[src/rtl/divmask_pkg.sv]
package divmask_pkg;

    typedef enum logic [2:0] {
        CMD_IDLE  = 3'd0,
        CMD_PUSH  = 3'd1,
        CMD_COMP  = 3'd2,
        CMD_POP   = 3'd3,
        CMD_CLEAR = 3'd4
    } dm_cmd_e;

    localparam int DM_LANES_DEF = 16;
    localparam int DM_DEPTH_DEF = 8;

endpackage

[src/rtl/divmask_store.sv]
module divmask_store #(
    parameter int WIDTH = 16,
    parameter int DEPTH = 8,
    localparam int IW   = (DEPTH > 1) ? $clog2(DEPTH) : 1
) (
    input  logic             clk,
    input  logic             rst_n,
    input  logic             wr_en_i,
    input  logic [IW-1:0]    wr_idx_i,
    input  logic [WIDTH-1:0] wr_data_i,
    input  logic [IW-1:0]    rd_idx_i,
    output logic [WIDTH-1:0] rd_data_o
);

    logic [WIDTH-1:0] ent_q [DEPTH];

    for (genvar e = 0; e < DEPTH; e++) begin : g_ent
        always_ff @(posedge clk or negedge rst_n) begin
            if (!rst_n) begin
                ent_q[e] <= '0;
            end else if (wr_en_i && (wr_idx_i == IW'(e))) begin
                ent_q[e] <= wr_data_i;
            end
        end
    end

    assign rd_data_o = ent_q[rd_idx_i];

endmodule

[src/rtl/divmask_ctrl.sv]
module divmask_ctrl
    import divmask_pkg::*;
#(
    parameter int LANES = DM_LANES_DEF,
    parameter int DEPTH = DM_DEPTH_DEF,
    localparam int DW   = $clog2(DEPTH + 1),
    localparam int IW   = (DEPTH > 1) ? $clog2(DEPTH) : 1
) (
    input  logic             clk,
    input  logic             rst_n,
    input  logic [2:0]       cmd_i,
    input  logic [LANES-1:0] pred_i,
    input  logic [LANES-1:0] top_i,
    output logic [LANES-1:0] mask_o,
    output logic [DW-1:0]    depth_o,
    output logic             push_o,
    output logic [IW-1:0]    wr_idx_o,
    output logic [IW-1:0]    rd_idx_o,
    output logic             ovf_o,
    output logic             unf_o
);

    typedef struct packed {
        logic [LANES-1:0] mask;
        logic [DW-1:0]    depth;
        logic             ovf;
        logic             unf;
    } st_t;

    st_t              st_d, st_q;
    dm_cmd_e          cmd;
    logic [LANES-1:0] saved;
    logic [DW-1:0]    depth_m1;
    logic             full, empty;

    assign cmd      = dm_cmd_e'(cmd_i);
    assign full     = (st_q.depth == DW'(DEPTH));
    assign empty    = (st_q.depth == '0);
    assign depth_m1 = st_q.depth - DW'(1);
    assign saved    = empty ? '1 : top_i;

    always_comb begin
        st_d     = st_q;
        st_d.ovf = 1'b0;
        st_d.unf = 1'b0;
        push_o   = 1'b0;
        unique case (cmd)
            CMD_PUSH: begin
                if (full) begin
                    st_d.ovf = 1'b1;
                end else begin
                    push_o     = 1'b1;
                    st_d.mask  = st_q.mask & pred_i;
                    st_d.depth = st_q.depth + DW'(1);
                end
            end
            CMD_COMP: begin
                st_d.mask = saved & ~st_q.mask;
            end
            CMD_POP: begin
                if (empty) begin
                    st_d.unf = 1'b1;
                end else begin
                    st_d.mask  = top_i;
                    st_d.depth = depth_m1;
                end
            end
            CMD_CLEAR: begin
                st_d.mask  = '1;
                st_d.depth = '0;
            end
            default: ;
        endcase
    end

    always_ff @(posedge clk or negedge rst_n) begin
        if (!rst_n) begin
            st_q.mask  <= '1;
            st_q.depth <= '0;
            st_q.ovf   <= 1'b0;
            st_q.unf   <= 1'b0;
        end else begin
            st_q <= st_d;
        end
    end

    assign mask_o   = st_q.mask;
    assign depth_o  = st_q.depth;
    assign wr_idx_o = st_q.depth[IW-1:0];
    assign rd_idx_o = depth_m1[IW-1:0];
    assign ovf_o    = st_q.ovf;
    assign unf_o    = st_q.unf;

endmodule

[src/rtl/divmask_stack.sv]
module divmask_stack
    import divmask_pkg::*;
#(
    parameter int LANES = DM_LANES_DEF,
    parameter int DEPTH = DM_DEPTH_DEF
) (
    input  logic             clk,
    input  logic             rst_n,
    input  logic [2:0]       cmd_i,
    input  logic [LANES-1:0] pred_i,
    input  logic             wb_req_i,
    output logic [LANES-1:0] mask_o,
    output logic [LANES-1:0] lane_we_o,
    output logic             overflow_o,
    output logic             underflow_o
);

    localparam int DW = $clog2(DEPTH + 1);
    localparam int IW = (DEPTH > 1) ? $clog2(DEPTH) : 1;

    logic [LANES-1:0] mask_w, top_w;
    logic [DW-1:0]    depth_w;
    logic             push_w;
    logic [IW-1:0]    wr_idx_w, rd_idx_w;

    divmask_ctrl #(.LANES(LANES), .DEPTH(DEPTH)) u_ctrl (
        .clk      (clk),
        .rst_n    (rst_n),
        .cmd_i    (cmd_i),
        .pred_i   (pred_i),
        .top_i    (top_w),
        .mask_o   (mask_w),
        .depth_o  (depth_w),
        .push_o   (push_w),
        .wr_idx_o (wr_idx_w),
        .rd_idx_o (rd_idx_w),
        .ovf_o    (overflow_o),
        .unf_o    (underflow_o)
    );

    divmask_store #(.WIDTH(LANES), .DEPTH(DEPTH)) u_store (
        .clk       (clk),
        .rst_n     (rst_n),
        .wr_en_i   (push_w),
        .wr_idx_i  (wr_idx_w),
        .wr_data_i (mask_w),
        .rd_idx_i  (rd_idx_w),
        .rd_data_o (top_w)
    );

    for (genvar l = 0; l < LANES; l++) begin : g_lane
        assign lane_we_o[l] = mask_w[l] & wb_req_i;
    end

    assign mask_o = mask_w;

endmodule

[config.mk]
export PLATFORM = sky130hd
export DESIGN_NAME = divmask_stack
export DESIGN_NICKNAME = d
export VERILOG_FILES = /design/src/rtl/divmask_pkg.sv /design/src/rtl/divmask_store.sv /design/src/rtl/divmask_ctrl.sv /design/src/rtl/divmask_stack.sv
export SDC_FILE = /design/constraint.sdc
export NUM_CORES = 1
export LEC_CHECK = 0
export ABC_AREA = 1
export BUFFER_PORTS_ARGS = -buffer_cell sky130_fd_sc_hd__buf_4
export CORE_MARGIN = 8
export CORE_UTILIZATION = 30
export DETAILED_ROUTE_END_ITERATION = 8
export SLEW_MARGIN = 10
export SYNTH_ARGS = -nofsm -noshare
export SYNTH_HDL_FRONTEND = slang
export SYNTH_SLANG_ARGS = --single-unit
export TNS_END_PERCENT = 50
[constraint.sdc]
create_clock -name clk -period 2.3 [get_ports clk]
set_input_delay 0.115 -clock clk [delete_from_list [all_inputs] [get_ports clk]]
set_output_delay 0.115 -clock clk [all_outputs]
set_load 0.01 [all_outputs]
==> results.ini <==
[power_and_ir_drop]
finalPower_mw = 11.85
power_frac_seq = 0.385
p_int_mw = 7.256
combPwrFrac = 0.371
power.net_switching_mw = 4.599
swShare = 0.3879
leakage_nw = 4.529
power.share.clock = 0.244
p_per_area_nw_per_um2 = 1303
irDropWorstVdd_v = 0.0006336

[clock_network]
tritoncts = yes
cts_made_buffers = 17
clk_pin_slew_ns = 0.06
clk_latency_ns = 0.43
cts_resized = 0
cts_max_level = 4
clock_sinks = 150
postCtsSetupRepairBufs = 0
cts-root-buf = clkbuf_16
cts_buffer_depth = 2

[synthesis]
synth_area_sq_um = 7610
syn_nets = 1073
ys_types = 25
syn_inst = 1044
ys_seq_area_frac = 0.4959
yosysWarnings = 0
syn_area_per_cell_sq_um = 7.289
ys_ff_latch = 150

[timing]
fin_crit_ns = 1.993
slew_headroom = 0.5595
setup-violations-final = 0
fin_crit_sh = 0.8667
fmax_ghz = 0.5016
setup-tns-final_ns = 0
slew_viol_final = 0
worst_pin_slew_ns = 0.6608
hold_viol = 0
rsz0062_at_grt = no
finClkSkew_ns = 0.006373

[critical_path]
rr_endpoint = u_ctrl.mask_o[4]$_DFFE_PN1P_
reg2reg_from = u_ctrl.depth_o[1]$_DFFE_PN0P_
worstPathRequired_ns = 2.67
cp-start-kind = register
path_max_fanout = 29
end_kind = register
worstSetupPathType = reg2reg
reg2reg_slack_ns = 0.31
ff2ff_path_depth = 10
crit_arrival_ns = 2.36

[layout]
layout-drive-gt1-share = 0.1333
final_area_sq_um = 9096
layoutNonFillerInstCount = 1433
layout_commonest_cell = nand2_1
num-nets-final = 1119
area_delta_synth_final_pct = 19.53
final_cell_mix = nand2_1, o21ai_0, nor2_1, dfrtp_1, buf_4
post-route-util = 0.3633
diodes = 0

[routing]
num_vias = 6714
drc_errors = 0
wirelength_microns = 20790
drtIter0Drc = 512
antenna_left = 0
post_drt_via_cell_ratio = 4.685
avgRoutedWirePerCell_microns = 14.51
first_pass_iters = 5

[global_routing]
grt_pass1_vias = 6557
grt_pass1_wl_microns = 34560
grt_max_degree = 69
grt_overflow = 0
antenna_found_initial = 0
grt_usage = 0.1404

[placement]
portBuffers = 55
dp_cells = 1400
dpl.hpwl_microns = 13890
gp_congestion = 0.7889
placed_area_sq_um = 8474

[die]
die_h_microns = 175.3
coreArea_sq_um = 25040
start_util = 0.3039
die_w_microns = 175.3
dieArea_sq_um = 30720
io-pin-count = 56
std_cell_rows = 58

[flow_run]
drv_cap = 0

[run_status]
status = finished clean

[hold_path]
hold_path.class = in2reg
min_from = pred_i[7]
worstHoldPathCells = 5
min_to = u_ctrl.mask_o[7]$_DFFE_PN1P_

## layout make-up
class	instances	area (sq um)
well taps	330	412.9
clock inverters	8	120.1
clock buffers	24	491.7
fillers	2632	15940
repair buffers	83	716.9
inverters	78	292.8
multi-input cells	760	3287
flip-flops and latches	150	3775
## sequential cells by signal, indices dropped and copies added (netlist names)
| signal | flops |
|---|---|
| u_ctrl.unf_o | 1 |
| u_ctrl.mask_o | 16 |
| u_ctrl.ovf_o | 1 |
| u_ctrl.depth_o | 4 |
| u_store.ent_q | 128 |
## kinds of logic after synthesis
| kind of cell | count (synthesis) | share of synthesized area |
|---|---|---|
| buffers and inverters | 134 | 0.07284 |
| and+or+nand+nor | 569 | 0.2961 |
| DFF | 150 | 0.4959 |
| AOI/OAI and AO/OA | 184 | 0.1236 |
| adders and majority gates | 7 | 0.01151 |
## cells in the mapped netlist (all sizes together)
library cell	n	area share
nand3	56	0.039
nand2	372	0.19
buf	29	0.021
o21a	6	0.0059
a21oi	8	0.0053
nor2	141	0.071
ha	7	0.012
inv	78	0.038
clkbuf	27	0.013
o22ai	1	0.00082
dfstp	16	0.055
o21ai	169	0.11
dfrtp	134	0.44
## timing repair
action	CTS	global route
endpoints found under the setup margin	0	0
hold buffers	1	0
hold endpoints to repair	54	0
## power groups by stage
stage	clock network, mW	logic [mW]	registers, mW
6_report	2.90	4.40	4.56
5_1_grt	3.06	5.02	4.70
4_1_cts	2.94	4.46	4.56
3_5_place_dp	0	4.44	4.59
3_3_place_gp	0	4.35	4.57
2_1_floorplan	0	2.89	4.40
## worst max path at each step
stage / from / cells after the start / end / slack [ns]
after floorplan: u_ctrl.depth_o[0]$_DFFE_PN0P_ / 12 / u_ctrl.mask_o[4]$_DFFE_PN1P_ / 0.27
final: u_ctrl.depth_o[1]$_DFFE_PN0P_ / 10 / u_ctrl.mask_o[4]$_DFFE_PN1P_ / 0.31
after global placement: u_ctrl.depth_o[1]$_DFFE_PN0P_ / 10 / u_ctrl.mask_o[8]$_DFFE_PN1P_ / 0.40
after detailed placement: u_ctrl.depth_o[1]$_DFFE_PN0P_ / 10 / u_ctrl.mask_o[4]$_DFFE_PN1P_ / 0.33
after CTS: u_ctrl.depth_o[1]$_DFFE_PN0P_ / 10 / u_ctrl.mask_o[4]$_DFFE_PN1P_ / 0.30
after global routing: u_ctrl.depth_o[1]$_DFFE_PN0P_ / 10 / u_ctrl.mask_o[8]$_DFFE_PN1P_ / 0.12
## stage by stage
| step | worst slack [ns] | hold WS, ns |
|---|---|---|
| after floorplan | 0.2718 | -0.1806 |
| after global placement | 0.3974 | 0.1621 |
| after detailed placement | 0.3262 | 0.1606 |
| after CTS | 0.3002 | 0.01867 |
| after global routing | 0.1232 | 0.04171 |
| final | 0.3065 | 0.03128 |
## worst max-delay path, cell delays in order (launching register included)
cell     delay [ns]
dfrtp_1        0.41
inv_1          0.11
ha_1           0.24
nand2_4        0.11
nor2_1         0.05
nand2_2        0.10
nand3_4        0.12
nand2_2        0.42
o21ai_0        0.19
nand2_1        0.11
nand2_1        0.05
## routing by layer
metal | GRT usage | share of wire
met3 | 0.03006 | 0.037
met4 | 0.04804 | 0.018
met2 | 0.2366 | 0.49
met5 | 0 | 0
met1 | 0.1757 | 0.46
No activity file was read; power rests on OpenSTA's default activity.
